===== config.mk =====
export PLATFORM = sky130hd
export DESIGN_NAME = rst_sequencer
export DESIGN_NICKNAME = d
export VERILOG_FILES = /design/src/rtl/rst_seq_pkg.sv /design/src/rtl/rst_sync2.sv /design/src/rtl/rst_bus_gate.sv /design/src/rtl/rst_seq_timer.sv /design/src/rtl/rst_sequencer.sv
export SDC_FILE = /design/constraint.sdc
export NUM_CORES = 1
export LEC_CHECK = 0
export CAP_MARGIN = 5
export CORE_ASPECT_RATIO = 0.6
export CORE_MARGIN = 2
export CORE_UTILIZATION = 30
export CTS_BUF_LIST = sky130_fd_sc_hd__clkbuf_4 sky130_fd_sc_hd__clkbuf_8
export DETAILED_ROUTE_END_ITERATION = 6
export GPL_ROUTABILITY_DRIVEN = 0
export PLACE_DENSITY = 0.58
export SYNTH_ARGS = -nofsm -noshare
export SYNTH_HDL_FRONTEND = slang
export SYNTH_SLANG_ARGS = --single-unit

===== constraint.sdc =====
create_clock -name clk -period 3.4 [get_ports clk]
set_input_delay 0.68 -clock clk [delete_from_list [all_inputs] [get_ports clk]]
set_output_delay 0.68 -clock clk [all_outputs]
set_load 0.01 [all_outputs]

===== src/rtl/rst_seq_pkg.sv =====
package rst_seq_pkg;
  typedef enum logic [1:0] {ST_RUN = 2'd0, ST_WAIT = 2'd1, ST_SEQ = 2'd2} seq_state_e;
  typedef enum logic [1:0] {C_POR = 2'd0, C_PIN = 2'd1, C_SW = 2'd2, C_WDT = 2'd3} rst_cause_e;

  // length of a reset sequence: power-on runs two back to back
  function automatic int unsigned seq_len(int unsigned n, bit por);
    return por ? 2 * n : n;
  endfunction
endpackage


===== src/rtl/rst_sync2.sv =====
module rst_sync2 (
  input  logic clk,
  input  logic por_n,
  input  logic d_async,
  output logic q
);
  logic s1, s2;
  always_ff @(posedge clk or negedge por_n) begin
    if (!por_n) begin
      s1 <= 1'b1;
      s2 <= 1'b1;
    end else begin
      s1 <= d_async;
      s2 <= s1;
    end
  end
  assign q = s2;
endmodule


===== src/rtl/rst_bus_gate.sv =====
module rst_bus_gate (
  input  logic in_wait,
  input  logic bus_busy,
  input  logic bus_uses_rdy,
  input  logic bus_ws_done,
  input  logic bus_rdy_n,
  output logic wait_exit,
  output logic abort
);
  logic rdy_sample;
  assign rdy_sample = in_wait && bus_busy && bus_uses_rdy && bus_ws_done;
  assign abort      = rdy_sample && bus_rdy_n;
  assign wait_exit  = in_wait && (!bus_busy || rdy_sample);
endmodule


===== src/rtl/rst_seq_timer.sv =====
module rst_seq_timer #(
  parameter int unsigned SEQ_CYCLES = 518
) (
  input  logic clk,
  input  logic por_n,
  input  logic load,
  input  logic in_seq,
  output logic expire
);
  localparam int unsigned POR_LEN = rst_seq_pkg::seq_len(SEQ_CYCLES, 1'b1);
  localparam int unsigned SEQ_LEN = rst_seq_pkg::seq_len(SEQ_CYCLES, 1'b0);
  localparam int unsigned CW      = $clog2(POR_LEN + 1);

  logic [CW-1:0] cnt;

  always_ff @(posedge clk or negedge por_n) begin
    if (!por_n)                  cnt <= CW'(POR_LEN);
    else if (load)               cnt <= CW'(SEQ_LEN);
    else if (in_seq && cnt != 0) cnt <= cnt - 1'b1;
  end

  assign expire = in_seq && !load && (cnt == CW'(1));

  p_cnt_live_r8: assert property (@(posedge clk) disable iff (!por_n)
    in_seq |-> cnt != 0);
  p_load_full_r8: assert property (@(posedge clk) disable iff (!por_n)
    load |=> cnt == CW'(SEQ_LEN));
endmodule


===== src/rtl/rst_sequencer.sv =====
module rst_sequencer #(
  parameter int unsigned SEQ_CYCLES = 518,
  parameter int unsigned CFG_W      = 8
) (
  input  logic             clk,
  input  logic             por_n,
  input  logic             ext_rst_n,
  input  logic             sw_rst,
  input  logic             wdt_ovf,
  input  logic             wdt_dis,
  input  logic             boot_mode,
  input  logic             bus_busy,
  input  logic             bus_uses_rdy,
  input  logic             bus_ws_done,
  input  logic             bus_rdy_n,
  input  logic             einit,
  input  logic [CFG_W-1:0] port_cfg,
  output logic             rst_int,
  output logic             rst_out_n,
  output logic             bus_abort,
  output logic [CFG_W-1:0] cfg_latched,
  output logic [CFG_W-1:0] bus_en,
  output logic             gpio_in_force,
  output logic [1:0]       cause
);
  import rst_seq_pkg::*;

  seq_state_e state;
  rst_cause_e cause_q;
  logic ext_sync, hw_req, wd_req, wait_exit, start_seq, go_wait, expire, init_done;
  logic [CFG_W-1:0] cfg_q;

  rst_sync2 u_sync (.clk(clk), .por_n(por_n), .d_async(ext_rst_n), .q(ext_sync));

  rst_bus_gate u_gate (
    .in_wait(state == ST_WAIT), .bus_busy(bus_busy), .bus_uses_rdy(bus_uses_rdy),
    .bus_ws_done(bus_ws_done), .bus_rdy_n(bus_rdy_n),
    .wait_exit(wait_exit), .abort(bus_abort));

  rst_seq_timer #(.SEQ_CYCLES(SEQ_CYCLES)) u_timer (
    .clk(clk), .por_n(por_n), .load(start_seq), .in_seq(state == ST_SEQ), .expire(expire));

  // request decoding
  assign hw_req    = !ext_sync;
  assign wd_req    = wdt_ovf && !wdt_dis && !boot_mode;
  assign start_seq = hw_req || sw_rst
                  || (wd_req && (state == ST_SEQ || (state == ST_RUN && !bus_busy)))
                  || wait_exit;
  assign go_wait   = (state == ST_RUN) && wd_req && bus_busy && !hw_req && !sw_rst;

  always_ff @(posedge clk or negedge por_n) begin
    if (!por_n) begin
      state     <= ST_SEQ;
      cause_q   <= C_POR;
      cfg_q     <= '0;
      init_done <= 1'b0;
    end else begin
      if (start_seq) begin
        state     <= ST_SEQ;
        cause_q   <= hw_req ? C_PIN : (sw_rst ? C_SW : C_WDT);
        init_done <= 1'b0;
      end else if (go_wait) begin
        state <= ST_WAIT;
      end else if (expire) begin
        state <= ST_RUN;
        cfg_q <= port_cfg;
      end else if (einit && state == ST_RUN) begin
        init_done <= 1'b1;
      end
    end
  end

  assign rst_int       = (state == ST_SEQ);
  assign rst_out_n     = init_done;
  assign gpio_in_force = !init_done;
  assign cfg_latched   = cfg_q;
  assign bus_en        = rst_int ? '0 : cfg_q;
  assign cause         = cause_q;

  p_out_low_in_seq_r9: assert property (@(posedge clk) disable iff (!por_n)
    rst_int |-> !rst_out_n);
  p_out_rise_einit_r9: assert property (@(posedge clk) disable iff (!por_n)
    $rose(rst_out_n) |-> $past(einit));
  p_abort_starts_r6: assert property (@(posedge clk) disable iff (!por_n)
    bus_abort |=> rst_int);
  p_wait_from_wdt_r5: assert property (@(posedge clk) disable iff (!por_n)
    $rose(state == ST_WAIT) |-> $past(wdt_ovf) && $past(bus_busy));
  p_boot_ignore_r4: assert property (@(posedge clk) disable iff (!por_n)
    (state == ST_RUN && wdt_ovf && boot_mode && !hw_req && !sw_rst) |=> !rst_int);
  p_cfg_hold_r10: assert property (@(posedge clk) disable iff (!por_n)
    (!rst_int && $past(!rst_int)) |-> $stable(cfg_latched));
endmodule


# Word-level counts from Yosys, hierarchy flattened

Cells that the tools add are included.

Output and inout port bits: 22
Word-level logic and storage cells: 63
Bits of input ports: 20
Register bits after elaboration: 26

Equality and inequality tests: 5
Add/subtract/negate cells: 1
Bitwise gates (word level): 2
Mux-type cells: 12
Reduce and logical (&&, ||, !) cells: 36

Operator list:

| cell                    | number |
|---|---|
| $mux W11                | 2 |
| $logic_and A1 B1 Y1     | 17 |
| $eq A11 B1 Y1 const B   | 1 |
| $reduce_bool A11 Y1     | 1 |
| $sub A11 B1 Y11 const B | 1 |
| $mux W2                 | 4 |
| $mux W8                 | 1 |
| $logic_not A1 Y1        | 7 |
| $reduce_and A3 Y1       | 2 |
| $logic_or A1 B1 Y1      | 5 |
| $mux W1                 | 5 |
| $ne A2 B1 Y1 const B    | 2 |
| $reduce_bool A2 Y1      | 2 |
| $reduce_bool A3 Y1      | 1 |
| $eq A2 B1 Y1 const B    | 1 |
| $eq A2 B2 Y1 const B    | 1 |
| $logic_not A2 Y1        | 1 |
| $not A1 Y1              | 2 |

# Logic depth before layout (Yosys ltp)

Depth in word-level cells: 13
Mapped depth: 6
Depth with buffers taken out: 6

# Modules after synthesis

Synthesis repeated with hierarchy kept, for this count alone.

Cells, all modules: 122
Area total of the unflattened synthesis: 1342.5 sq um

By module, submodules not included:

| module        | area an instance (sq um) | sequential area each (sq um) | instances | cells an instance |
|---|---|---|---|---|
| rst_seq_timer | 638.1                    | 279.0                        | 1         | 64 |
| rst_sequencer | 631.9                    | 326.6                        | 1         | 52 |
| rst_sync2     | 52.6                     | 52.6                         | 1         | 2 |
| rst_bus_gate  | 20.0                     | 0.0                          | 1         | 4 |

# Least setup slack after synthesis

Ideal clock, no wire load.

Path type: reg2reg
Start point: reg u_timer.cnt[0]
End point: reg u_timer.cnt[9]
Buffers on the path: 0
Arrival: 1.860 ns
Slack: 1.408 ns
Cell stages (with the launch flop): 7
Data required time: 3.269 ns
Setup time: 0.131 ns
Period minus slack after synthesis: 1.992 ns
Cells stage by stage: dfrtp_1 inv_1 ha_1 or4b_2 o21ai_0 or4_2 nand3_1

Longest elaborated chain between the ends: 3
Elaborated cells on any way between the ends: 6
Classes of those cells: add/sub (1); mux (2); reduce/logical (3)

Ends and longest elaborated chain:

| element                                                       | RTL line            | source |
|---|---|---|
| start, declared                                               | rst_seq_timer.sv:14 | `logic [CW-1:0] cnt;` |
| start signal, assigned                                        | rst_seq_timer.sv:17 | `if (!por_n) cnt <= CW'(POR_LEN);` |
| start signal, assigned                                        | rst_seq_timer.sv:18 | `else if (load) cnt <= CW'(SEQ_LEN);` |
| start signal, assigned                                        | rst_seq_timer.sv:19 | `else if (in_seq && cnt != 0) cnt <= cnt - 1'b1;` |
| $sub A11 B1 Y11 / $reduce_bool A11 Y1 (equally long branches) | rst_seq_timer.sv:19 |  |
| $mux W11 / $logic_and A1 B1 Y1 (equally long branches)        | rst_seq_timer.sv:19 |  |
| $mux W11 / $reduce_bool A2 Y1 (equally long branches)         | n/a                 |  |

Several ways; a longest one is shown, not always the timed one. The select of a mux whose other input is x is not followed.
A chain may end at the register's enable or synchronous reset.

# Worst setup path after layout

Start point: in bus_busy
End point: out bus_abort

Longest elaborated chain between the ends: 4

Ends and longest elaborated chain:

| element                          | RTL line            | source |
|---|---|---|
| start, declared                  | rst_sequencer.sv:12 | `input logic bus_busy,` |
| $logic_and A1 B1 Y1 (3 in a row) | rst_bus_gate.sv:11  | `assign rdy_sample = in_wait && bus_busy && bus_uses_rdy && bus_ws_done;` |
| $logic_and A1 B1 Y1              | rst_bus_gate.sv:12  | `assign abort = rdy_sample && bus_rdy_n;` |
| end, declared                    | rst_sequencer.sv:20 | `output logic bus_abort,` |

No other way between the ends.

==> flow_summary.toml <==
[setup_path]
reg2reg_from = "u_timer.cnt[4]"
start_kind = "primary input"
r2r_cells = 4
cp.required_ns = 2.72
cp_max_fo = 3
timing.rr.end = "cfg_latched[7]"
arrival_ns = 2.10
endpoint = "bus_abort"
crit_path_end_kind = "output pin"
critPathKind = "primary input to output pin"
worst-r2r-setup-slack_ns = 1.13
critPathLaunch = "bus_busy"

[flow_run]
max_cap_violations = 0

[cts]
cts_hold_buf = 0
cts_tree = "done"
cts_inserted_buffers = 3
clkSlewWorstSetupHoldPaths_ns = 0.09
cts_setup_buffers = 0
clock-sinks = 26
root_buffer = "clkbuf_8"
ctsResizeCount = 0
insertion_delay_ns = 0.28
htree_levels = 1
cts_buffer_depth = 2

[sta]
hold_violations = 0
finClkSkew_ns = 0.00211
worst_pin_slew_ns = 0.631
grt_setup_unrepaired = "no"
post-route-period-util_pct = 81.8
setup_slack_ns = 0.619
tns_ns = 0
setup_violations = 0
fmax_mhz = 360
period_needed_ns = 2.78
slew_headroom_pct = 57.8
final_max_slew_viol_count = 0

[floorplan]
die_area_um2 = 4990
die_x_um = 89.9
coreArea_um2 = 4190
die_h_um = 55.5
row_count = 18
io_pins = 42
initial_utilization_pct = 31.7

[placed_design]
pre_cts_slack_ns = 0.612
place_area_um2 = 1810
dp_hpwl_um = 2480
io_buffer_count = 41

[detailed_routing]
ant_nets = 0
wire_per_inst_um = 14.0
via_per_inst = 4.74
drt_wl_total_um = 3190
drc = 0
dr.pass1.iters = 4
vias = 1080
dr.first_iter.drc_count = 49

[grt]
grtUsageTotal_pct = 13.6
grt_use_met2_pct = 21.4
overflow = 0
use_met3_pct = 2.46
grt_max_degree = 27
grt_antenna_before_repair = 0
grt_busiest_layer = "met2"
grt_pass1_wl_um = 5510
grtUsageMet1_pct = 19.3
grt_pass1_vias = 1086

[final_layout]
multiInputGateArea_um2 = 634
areaGrowthSynthToFinish_pct = 41.6
layout-drive-gt1-share_pct = 15.5
seq_area_um2 = 658
fill_cells = 410
design_area_um2 = 1880
antenna_cells = 0
num-nets-final = 192

[pwr]
total_power_uw = 633
vdd.ir_drop.worst_mv = 0.136
power_density_nw_per_um2 = 337
p_leak_nw = 0.757

[yosys]
ys.flop_type = "dfrtp_1"
yosysTopAreaCell = "dfrtp_1"
synth.area.top_cells = "dfrtp_1 38%, dfstp_2 12%, mux2_2 6.8%"
ys_seq_area_share_pct = 49.6
avgSynthCellArea_um2 = 10.6
synthArstFlopShare_pct = 100
synth_top_area_share_pct = 37.7
syn_area_um2 = 1330
yosys_warnings = 0
synthCells = 125
synth_edf_count = 0
syn_nets = 148
ys_seq_elements = 26
netlist-cell-type-count = 39

[hold_path]
hp-class = "flop to flop"

[status]
outcome = "finished, final reports clean"
-- routing by layer --
| layer | vias up | wire length [um] |
|---|---|---|
| met3 | 5 | 63 |
| met2 | 16 | 1440 |
| met1 | 526 | 1640 |
| met5 | - | 0 |
| met4 | 0 | 38 |
| li1 | 533 | - |
-- cell usage after synthesis (all sizes together) (2+ instances only) --
cell,count
a21oi,5
a31oi,2
and2,9
clkbuf,2
dfrtp,20
dfstp,6
ha,3
inv,6
mux2,8
nand2,5
nand2b,3
nand3,3
nand3b,2
nor2,9
nor2b,2
nor4,3
o211ai,2
o21ai,6
o31ai,2
or2,2
or3,5
or4,4
xor2,2
-- sequential cells by signal, indices dropped and copies added (netlist names) --
name / count
u_timer.cnt: 11
cfg_latched: 8
u_sync.s1: 1
cause: 2
state: 2
rst_out_n: 1
u_sync.q: 1
-- worst min-delay path by stage --
stage                     slack (ns)  startpoint  cells after the start        to
after floorplan                 0.35   u_sync.s1                      0  u_sync.q
after global placement          0.35   u_sync.s1                      0  u_sync.q
after detailed placement        0.35   u_sync.s1                      0  u_sync.q
after CTS                       0.36   u_sync.s1                      0  u_sync.q
after global routing            0.36   u_sync.s1                      0  u_sync.q
final                           0.36   u_sync.s1                      0  u_sync.q
-- report_power, final --
| group | internal [mW] | switching, mW |
|---|---|---|
| sequential | 0.315 | 0.00373 |
| combinational | 0.0314 | 0.0234 |
| clock | 0.158 | 0.101 |
-- cells by family (layout without fill, tap and decap cells) --
| family | Yosys count | count (layout) | share of synthesized area, % |
|---|---|---|---|
| AOI/OAI and AO/OA | 23 | 23 | 11.3 |
| xor gates and xnor gates | 3 | 3 | 1.98 |
| adders and majority gates | 3 | 3 | 2.83 |
| buffers and inverters | 9 | 52 | 2.64 |
| DFF | 26 | 26 | 49.6 |
| muxes | 8 | 8 | 6.79 |
| and+or+nand+nor | 53 | 53 | 24.9 |
-- cells in the final DEF (no fill, tap or decap), drive strengths merged, types with 2 or more instances in the layout --
cell	instances
a21oi	5
a31oi	2
and2	9
clkbuf	3
clkdlybuf4s50	41
dfrtp	20
dfstp	6
ha	3
inv	6
mux2	8
nand2	5
nand2b	3
nand3	3
nand3b	2
nor2	9
nor2b	2
nor4	3
o211ai	2
o21ai	6
o31ai	2
or2	2
or3	5
or4	4
xor2	2
-- through the flow --
stage / hold WS [ns] / std cells / util [%]
2_1_floorplan: 0.345 / 125 / -
3_3_place_gp: 0.345 / 224 / 43.2
3_5_place_dp: 0.347 / 224 / 43.2
4_1_cts: 0.361 / 228 / 44.9
5_1_grt: 0.364 / 228 / 44.9
6_report: 0.360 / 228 / 44.9
-- final cells by class --
type,instances,area share [%]
Timing Repair Buffer,42,22.2
Clock inverter,1,1.60
Inverter,6,1.20
Clock buffer,3,2.20
Sequential cell,26,35.0
Tap cell,60,3.99
Multi-Input combinational cell,90,33.8
-- worst max-delay path: stages --
cell and delay (ns):
clkdlybuf4s50_1 0.46, nor2b_1 0.21, nand3_1 0.10, nor2_1 0.10, clkdlybuf4s50_1 0.55
(Power assumes the default switching activity.)
